File: config.mk
export PLATFORM = sky130hd
export DESIGN_NAME = dram_addr_map
export DESIGN_NICKNAME = d
export VERILOG_FILES = /design/src/rtl/dram_map_pkg.sv /design/src/rtl/dram_cap_calc.sv /design/src/rtl/dram_field_slicer.sv /design/src/rtl/dram_out_stage.sv /design/src/rtl/dram_addr_map.sv
export SDC_FILE = /design/constraint.sdc
export NUM_CORES = 1
export LEC_CHECK = 0
export BUFFER_PORTS_ARGS = -buffer_cell sky130_fd_sc_hd__buf_4
export CAP_MARGIN = 20
export CORE_ASPECT_RATIO = 0.5
export CORE_UTILIZATION = 50
export CTS_CLUSTER_DIAMETER = 150
export DETAILED_ROUTE_END_ITERATION = 16
export PLACE_DENSITY = 0.76
export SYNTH_ARGS = -nofsm -noshare
export SYNTH_HDL_FRONTEND = slang
export SYNTH_SLANG_ARGS = --single-unit
File: constraint.sdc
create_clock -name clk -period 1.9 [get_ports clk]
set_input_delay 0.285 -clock clk [delete_from_list [all_inputs] [get_ports clk]]
set_output_delay 0.285 -clock clk [all_outputs]
set_load 0.01 [all_outputs]
File: src/rtl/dram_map_pkg.sv
package dram_map_pkg;
  localparam int COLCNT_W  = 4;
  localparam int BANKCNT_W = 3;
  localparam int ROWCNT_W  = 6;
  localparam int WCODE_W   = 3;
  localparam int ORDER_W   = 2;
  localparam int LOG_W     = 7;
  localparam int ROW_LIMIT = 31;

  typedef enum logic [WCODE_W-1:0] {
    WID_X8    = 3'd0,
    WID_X16   = 3'd1,
    WID_X32   = 3'd2,
    WID_X16E  = 3'd3,
    WID_X32E  = 3'd4
  } width_code_e;

  // Number of address bits that pick a byte inside one interface word.
  function automatic logic [1:0] lane_bits(input logic [WCODE_W-1:0] code);
    case (code)
      WID_X16, WID_X16E: lane_bits = 2'd1;
      WID_X32, WID_X32E: lane_bits = 2'd2;
      default:           lane_bits = 2'd0;
    endcase
  endfunction

  // Chip bit between bank and row for order codes 2 and 3.
  function automatic logic chip_in_middle(input logic [ORDER_W-1:0] code);
    chip_in_middle = (code == 2'd2) || (code == 2'd3);
  endfunction
endpackage

File: src/rtl/dram_cap_calc.sv
module dram_cap_calc
  import dram_map_pkg::*;
#(
  parameter int ADDR_W      = 32,
  parameter int DEFAULT_ROW = 14,
  localparam int CAP_W      = ADDR_W + 1
) (
  input  logic [ADDR_W-1:0]    addr_i,
  input  logic [COLCNT_W-1:0]  col_n_i,
  input  logic [BANKCNT_W-1:0] bank_n_i,
  input  logic [ROWCNT_W-1:0]  row_n_i,
  input  logic                 two_cs_i,
  input  logic [1:0]           lane_n_i,
  output logic [4:0]           row_eff_o,
  output logic [LOG_W-1:0]     log2_o,
  output logic [CAP_W-1:0]     cap_o,
  output logic                 oor_o
);
  logic [LOG_W-1:0] sum;

  always_comb begin
    if (row_n_i > ROWCNT_W'(ROW_LIMIT)) row_eff_o = 5'(DEFAULT_ROW);
    else                                row_eff_o = row_n_i[4:0];
  end

  always_comb begin
    sum = LOG_W'(col_n_i) + LOG_W'(bank_n_i) + LOG_W'(row_eff_o)
        + LOG_W'(lane_n_i) + LOG_W'(two_cs_i);
    log2_o = sum;
  end

  always_comb begin
    if (sum > LOG_W'(ADDR_W)) cap_o = '1;
    else                      cap_o = CAP_W'(1) << sum;
  end

  always_comb begin
    if (sum >= LOG_W'(ADDR_W)) oor_o = 1'b0;
    else                       oor_o = (addr_i >> sum) != '0;
  end
endmodule

File: src/rtl/dram_field_slicer.sv
module dram_field_slicer
  import dram_map_pkg::*;
#(
  parameter int ADDR_W = 32,
  parameter int ROW_W  = 16,
  parameter int BANK_W = 3,
  parameter int COL_W  = 12
) (
  input  logic [ADDR_W-1:0]    addr_i,
  input  logic [COLCNT_W-1:0]  col_n_i,
  input  logic [BANKCNT_W-1:0] bank_n_i,
  input  logic [4:0]           row_n_i,
  input  logic                 two_cs_i,
  input  logic                 chip_mid_i,
  input  logic [1:0]           lane_n_i,
  output logic                 chip_o,
  output logic [ROW_W-1:0]     row_o,
  output logic [BANK_W-1:0]    bank_o,
  output logic [COL_W-1:0]     col_o
);
  function automatic logic [ADDR_W-1:0] low_mask(input int unsigned n);
    low_mask = ~({ADDR_W{1'b1}} << n);
  endfunction

  logic [ADDR_W-1:0] after_lane, after_col, after_bank, row_src;

  always_comb begin
    after_lane = addr_i >> lane_n_i;
    after_col  = after_lane >> col_n_i;
    after_bank = after_col >> bank_n_i;
    col_o      = COL_W'(after_lane & low_mask(32'(col_n_i)));
    bank_o     = BANK_W'(after_col & low_mask(32'(bank_n_i)));
    if (chip_mid_i) begin
      chip_o  = two_cs_i & after_bank[0];
      row_src = after_bank >> two_cs_i;
    end else begin
      row_src = after_bank;
      chip_o  = two_cs_i & (|((after_bank >> row_n_i) & ADDR_W'(1)));
    end
    row_o = ROW_W'(row_src & low_mask(32'(row_n_i)));
  end
endmodule

File: src/rtl/dram_out_stage.sv
module dram_out_stage #(
  parameter int W       = 8,
  parameter bit REG_OUT = 1'b1
) (
  input  logic         clk,
  input  logic         rst_n,
  input  logic         en_i,
  input  logic [W-1:0] d_i,
  output logic [W-1:0] q_o
);
  generate
    if (REG_OUT) begin : g_reg
      logic [W-1:0] q_q, q_d;
      logic         seen_q;

      always_comb begin
        q_d = q_q;
        if (en_i) q_d = d_i;
      end

      always_ff @(posedge clk or negedge rst_n) begin
        if (!rst_n) q_q <= '0;
        else        q_q <= q_d;
      end

      always_ff @(posedge clk or negedge rst_n) begin
        if (!rst_n) seen_q <= 1'b0;
        else        seen_q <= 1'b1;
      end

      assign q_o = q_q;

      assert_hold_R9: assert property (@(posedge clk) disable iff (!rst_n)
        (seen_q && !$past(en_i)) |-> $stable(q_o));
      assert_load_R9: assert property (@(posedge clk) disable iff (!rst_n)
        (seen_q && $past(en_i)) |-> (q_o == $past(d_i)));
    end else begin : g_comb
      assign q_o = d_i;
    end
  endgenerate
endmodule

File: src/rtl/dram_addr_map.sv
module dram_addr_map
  import dram_map_pkg::*;
#(
  parameter int ADDR_W      = 32,
  parameter int ROW_W       = 16,
  parameter int BANK_W      = 3,
  parameter int COL_W       = 12,
  parameter int DEFAULT_ROW = 14,
  parameter bit REG_OUT     = 1'b1,
  localparam int CAP_W      = ADDR_W + 1,
  localparam int OUT_W      = 1 + ROW_W + BANK_W + COL_W + CAP_W + LOG_W + 1
) (
  input  logic                 clk,
  input  logic                 rst_n,
  input  logic                 en_i,
  input  logic [ADDR_W-1:0]    addr_i,
  input  logic [COLCNT_W-1:0]  cfg_col_bits_i,
  input  logic [BANKCNT_W-1:0] cfg_bank_bits_i,
  input  logic [ROWCNT_W-1:0]  cfg_row_bits_i,
  input  logic                 cfg_two_cs_i,
  input  logic [WCODE_W-1:0]   cfg_width_i,
  input  logic [ORDER_W-1:0]   cfg_order_i,
  output logic                 chip_o,
  output logic [ROW_W-1:0]     row_o,
  output logic [BANK_W-1:0]    bank_o,
  output logic [COL_W-1:0]     col_o,
  output logic [CAP_W-1:0]     cap_o,
  output logic [LOG_W-1:0]     cap_log2_o,
  output logic                 oor_o
);
  logic [1:0]        lane_n;
  logic              chip_mid;
  logic [4:0]        row_eff;
  logic [LOG_W-1:0]  log2_c;
  logic [CAP_W-1:0]  cap_c;
  logic              oor_c, chip_c;
  logic [ROW_W-1:0]  row_c;
  logic [BANK_W-1:0] bank_c;
  logic [COL_W-1:0]  col_c;
  logic [OUT_W-1:0]  pack_d, pack_q;

  assign lane_n   = lane_bits(cfg_width_i);
  assign chip_mid = chip_in_middle(cfg_order_i);

  dram_cap_calc #(.ADDR_W(ADDR_W), .DEFAULT_ROW(DEFAULT_ROW)) i_cap (
    .addr_i   (addr_i),
    .col_n_i  (cfg_col_bits_i),
    .bank_n_i (cfg_bank_bits_i),
    .row_n_i  (cfg_row_bits_i),
    .two_cs_i (cfg_two_cs_i),
    .lane_n_i (lane_n),
    .row_eff_o(row_eff),
    .log2_o   (log2_c),
    .cap_o    (cap_c),
    .oor_o    (oor_c)
  );

  dram_field_slicer #(.ADDR_W(ADDR_W), .ROW_W(ROW_W), .BANK_W(BANK_W), .COL_W(COL_W)) i_slice (
    .addr_i    (addr_i),
    .col_n_i   (cfg_col_bits_i),
    .bank_n_i  (cfg_bank_bits_i),
    .row_n_i   (row_eff),
    .two_cs_i  (cfg_two_cs_i),
    .chip_mid_i(chip_mid),
    .lane_n_i  (lane_n),
    .chip_o    (chip_c),
    .row_o     (row_c),
    .bank_o    (bank_c),
    .col_o     (col_c)
  );

  assign pack_d = {chip_c, row_c, bank_c, col_c, cap_c, log2_c, oor_c};

  dram_out_stage #(.W(OUT_W), .REG_OUT(REG_OUT)) i_out (
    .clk  (clk),
    .rst_n(rst_n),
    .en_i (en_i),
    .d_i  (pack_d),
    .q_o  (pack_q)
  );

  assign {chip_o, row_o, bank_o, col_o, cap_o, cap_log2_o, oor_o} = pack_q;

  // Chip field is silent with a single chip select.
  assert_chip_single_R4: assert property (@(posedge clk) disable iff (!rst_n)
    !cfg_two_cs_i |-> (chip_c == 1'b0));
  // Flag only possible when capacity is below the address space.
  assert_oor_small_R8: assert property (@(posedge clk) disable iff (!rst_n)
    oor_c |-> (log2_c < LOG_W'(ADDR_W)));
  // Unsaturated capacity is a single power of two.
  assert_cap_pow2_R5: assert property (@(posedge clk) disable iff (!rst_n)
    (log2_c <= LOG_W'(ADDR_W)) |-> ($countones(cap_c) == 1));
  // Invalid row count keeps the row field within the default width.
  assert_row_fallback_R7: assert property (@(posedge clk) disable iff (!rst_n)
    (cfg_row_bits_i > ROWCNT_W'(ROW_LIMIT)) |-> ((32'(row_c) >> DEFAULT_ROW) == 0));
endmodule

==> qor.txt, run 1 <==
dpl cells -> 1984
post-GRT worst EP -> i_out.q_o[0]$_DFFE_PN0P_/D
CTS max path bufs -> 2
Yosys top cell area share -> 17.9%
Syn Inst Count -> 1339
Place WS -> -2.21 ns
H-tree depth -> 3
Yosys reg bits -> 73
cell taking the most area after synthesis -> dfrtp_1
error msg -> [ERROR GRT-0232] Routing congestion too high. Check the congestion heatmap in the GUI.
CTS Root Cell -> clkbuf_16
synth unique cells -> 91
io pins -> 127
Syn Area/Cell -> 7.63 sq um
number of placement rows -> 36
Ys Warns -> 0
main area contributors after synthesis -> dfrtp_1 18%, mux2i_1 7.3%, nand2_1 5.1%
Starting Density -> 51.8%
Num CTS Buffers -> 9
Main synth FF type -> dfrtp_1
Die W -> 204 microns
initial antenna violation count -> 12
EDFF count, synth -> 0
Mapped Nets -> 1408
detailed placement HPWL -> 35.1 mm
TritonCTS Sinks -> 73
Halt Stage -> 5_1_grt
RePlAce Congestion -> 1.05
status -> did not finish
worst_ep kind -> sequential cell input
PortBufs -> 125
pin count of the biggest net entering global routing -> 68
die height -> 103 microns
Syn Std Cell Area -> 10200 sq um
asr flop ratio synth -> 100%
Seq/Total Area, Yosys -> 17.9%
All-Layer GR Usage -> 76.2%
grt ovf -> 87
Post-DP Area -> 14200 sq um
==> metal layers <==
metal | overflow | global-route usage [%]
met5 | 0 | 46.7
met4 | 27 | 68.5
met3 | 7 | 65.2
met2 | 50 | 92.3
met1 | 3 | 76.2
==> cell families after synthesis <==
| logic type | share of synthesized area [%] |
|---|---|
| compound gates | 33.5 |
| xor+xnor | 0.943 |
| fa+ha+maj | 2.13 |
| buf+inv | 8.21 |
| flops | 17.9 |
| mux | 16.6 |
| simple gates | 20.7 |
==> cell usage after synthesis, types with 13 or more instances <==
| master | count |
|---|---|
| or2_2 | 13 |
| nor2_1 | 101 |
| nor3_1 | 22 |
| nand3_1 | 71 |
| a22oi_1 | 13 |
| o211ai_1 | 35 |
| nand2b_1 | 22 |
| mux4_2 | 22 |
| nand2_1 | 138 |
| clkbuf_1 | 93 |
| o2111ai_1 | 16 |
| nor2b_1 | 30 |
| dfrtp_1 | 73 |
| a21o_1 | 19 |
| o22ai_1 | 23 |
| mux2i_1 | 75 |
| inv_1 | 65 |
| o221ai_1 | 43 |
| a21oi_1 | 54 |
| a211oi_1 | 24 |
| buf_2 | 14 |
| o21ai_0 | 72 |
| mux2_2 | 34 |
| a221oi_1 | 13 |
==> per-stage QoR <==
step | utilization, % | setup TNS (ns)
after CTS | 82.5 | -81.64
after detailed placement | 71.8 | -108.96
after floorplan | - | -93.81
after global placement | 71.8 | -106.75
==> repair_timing <==
action | 4_1_cts
buffers inserted | 66
setup endpoints to repair | 61
pin swaps | 75
cloned | 10
hold buffers | 1
gates resized for setup | 237
endpoints found under the hold margin | 41
==> inputs of run 2 (changes only) <==
Settings changed: CORE_ASPECT_RATIO 0.5 to unset, CORE_UTILIZATION 50 to 35, CTS_CLUSTER_DIAMETER 150 to unset, PLACE_DENSITY 0.76 to unset, PLACE_DENSITY_LB_ADDON set to 0.15.
==> run 2 against run 1 <==
The flow now finishes, with violations (setup timing). Synthesized cell count unchanged. Area after synthesis unchanged.
==> qor.txt, run 2 <==
layout cells sized above 1 -> 49.9%
kind of critical path -> input port to flop
biggest fanout along the worst timing path -> 21
first-pass GRT wire length -> 73.4 mm
Leakage -> 0.00747 uW
Mapped Nets -> 1408 (unchanged)
TritonCTS Sinks -> 73 (unchanged)
CP Launch Type -> input port
unrepaired setup endpoints after global routing -> true
synth cell count leaders -> 138 x nand2_1, 101 x nor2_1, 93 x clkbuf_1
Place WS -> -2.16 ns (+0.0466 ns)
CP max stage delay -> 0.58 ns
failing checks -> setup timing
PortBufs -> 125 (unchanged)
CTS Root Cell -> clkbuf_16
Min Hold Slack -> 0.290 ns
reg-to-reg setup timing slack -> 0.61 ns
CP arrival -> 3.75 ns
Rel. slew slack -> 32.5%
die area -> 29900 sq um
highest-delay cell along the critical path -> fa_2
clock transition at the registers of the reported paths -> 0.07 ns
grt ovf -> 0
status -> finished with violations
Num CTS Buffers -> 9 (unchanged)
crit-path cells -> buf_4 > inv_2 > fa_1 > inv_2 > fa_1 > inv_1 > fa_2 > buf_12 > mux2_2 > a21oi_4 > o21ai_0 > nand2_1 > o21a_1 > a21oi_1 > o22ai_1 > a21oi_1 > a21o_1
Syn Area/Cell -> 7.63 sq um (unchanged)
worst r2r src -> i_out.q_o[72]$_DFFE_PN0P_
vias in the first global route -> 12900
Syn Inst Count -> 1339 (unchanged)
CTS max path bufs -> 2 (unchanged)
synth unique cells -> 91 (unchanged)
Critical Path RT -> 2.13 ns
DRC -> 0
Yosys reg bits -> 73 (unchanged)
Max-Cap Viols -> 0
main area contributors after synthesis -> dfrtp_1 18%, mux2i_1 7.3%, nand2_1 5.1%
post-route cell area -> 17000 sq um
worst vdd ir -> 0.859 mV
HP Start -> en_i
count leader, synth -> nand2_1
Crit. End Element -> flop
drt wl/cell -> 21.9 microns
Yosys top cell area share -> 17.9% (unchanged)
Min Clock Period, post-route -> 3.52 ns
cell taking the most area after synthesis -> dfrtp_1
initial antenna violation count -> 0
CTS tree -> done
DR vias -> 13300
RePlAce Congestion -> 0.938 (-11%)
detailed placement HPWL -> 36.0 mm (+2.5%)
Syn Std Cell Area -> 10200 sq um (unchanged)
core box area -> 28700 sq um
ANT nets after route -> 0
measured slew at the worst slew-check pin -> 1.01 ns
asr flop ratio synth -> 100% (unchanged)
number of placement rows -> 62 (+72%)
hold crit path type -> input port to flop
final core utilization -> 59.3%
maximum clock rate -> 284 MHz
pin count of the biggest net entering global routing -> 68
H-tree depth -> 3 (unchanged)
Post-layout nets -> 1881
EDFF count, synth -> 0 (unchanged)
Die W -> 173 microns (-15%)
worst-skew pair later-pin latency -> 0.34 ns
Pre-antenna DRT Iters -> 7
die height -> 173 microns (+68%)
max FFs per register -> 73
most frequent cells in the layout -> 501 x buf_4, 116 x nand2_1, 85 x nor2_1
fin crit share -> 185%
All-Layer GR Usage -> 30.9%
Fin. Hold Viols -> 0
io pins -> 127 (unchanged)
Total Wirelength -> 48.2 mm
Starting Density -> 35.6% (-16 points)
Main synth FF type -> dfrtp_1
n_diodes -> 0
Iteration-0 DRC Markers -> 1617
most common cell after layout, fill and taps aside -> buf_4
DR vias/cell -> 6.04
Post-DP Area -> 14400 sq um (+1.4%)
min setup slack post-route -> -1.62 ns
Area Overhead vs Synth -> 66.5%
Crit. Startpoint -> cfg_col_bits_i[1]
endpoints failing setup -> 60
Ys Warns -> 0 (unchanged)
Final Max Slew Viols -> 0
Final Skew -> 0 ns
Setup TNS -> -80.25 ns
PwrDens -> 742 nW/um^2
Seq/Total Area, Yosys -> 17.9% (unchanged)
## run 2: cell counts after synthesis
Identical to the previous run, type by type.
## run 2: kinds of logic after synthesis
| family | Yosys count | synth area share (%) |
|---|---|---|
| multiplexers | 134 | 16.6 |
| XOR/XNOR | 11 | 0.943 |
| buffers and inverters | 199 | 8.21 |
| AND/OR/NAND/NOR | 446 | 20.7 |
| adder cells (fa/ha/maj) | 15 | 2.13 |
| flip-flops | 73 | 17.9 |
| AO/OA/AOI/OAI | 461 | 33.5 |
## run 2: worst paths after layout
path	to	cells past startpoint
worst min register to register	i_out.q_o[53]$_DFFE_PN0P_	1
worst max-delay path	i_out.q_o[0]$_DFFE_PN0P_	17
max in group asynchronous	i_out.q_o[0]$_DFFE_PN0P_	3
min in group asynchronous	i_out.q_o[60]$_DFFE_PN0P_	2
worst min-delay path	i_out.q_o[40]$_DFFE_PN0P_	2
worst max register to register	i_out.q_o[72]$_DFFE_PN0P_	6
## run 2: worst max-delay path: cells and delay by family
family,cells,cell delay (ns)
AND/OR/NAND/NOR,1,0.09
buffers and inverters,5,0.46
adder cells (fa/ha/maj),3,1.65
AO/OA/AOI/OAI,7,0.86
multiplexers,1,0.38
## run 2: cell type report
cell class	instances	area, sq um
clock inverter	7	82.6
fill	2569	11700
clock buffer	9	225
inverter	71	270
sequential	73	1830
timing repair buffer	589	5120
multi-input combinational	1068	9000
tap	384	480
## run 2: report_power, final
group,switching (uW),internal (uW)
Clock,764,1040
Sequential,276,1980
Combinational,4290,4270
## run 2: layer usage
metal	routed length, microns	share of wire (%)	global-route usage, %	vias to the layer above
met5	0	0	0	-
met4	1660	3.4	9.77	0
met3	2460	5.1	2.90	111
met2	22800	47	50.7	547
met1	21300	44	42.6	6540
li1	-	-	-	6104
## run 2: through the flow
step	power, uW	cells
after global routing	13300	2201
after global placement	9050	2113
after detailed placement	9110	2113
after floorplan	5920	1339
final	12600	2201
after CTS	11600	2172
## run 2: repair_timing
| item | in CTS | in global routing |
|---|---|---|
| hold buffers | 1 | 0 |
| pin swaps | 39 | 49 |
| hold endpoints to repair | 26 | 0 |
| buffers inserted | 41 | 31 |
| endpoints found under the setup margin | 64 | 60 |
| cloned | 8 | 5 |
| resized for setup | 191 | 153 |
Power figures use the tool's default switching activity.
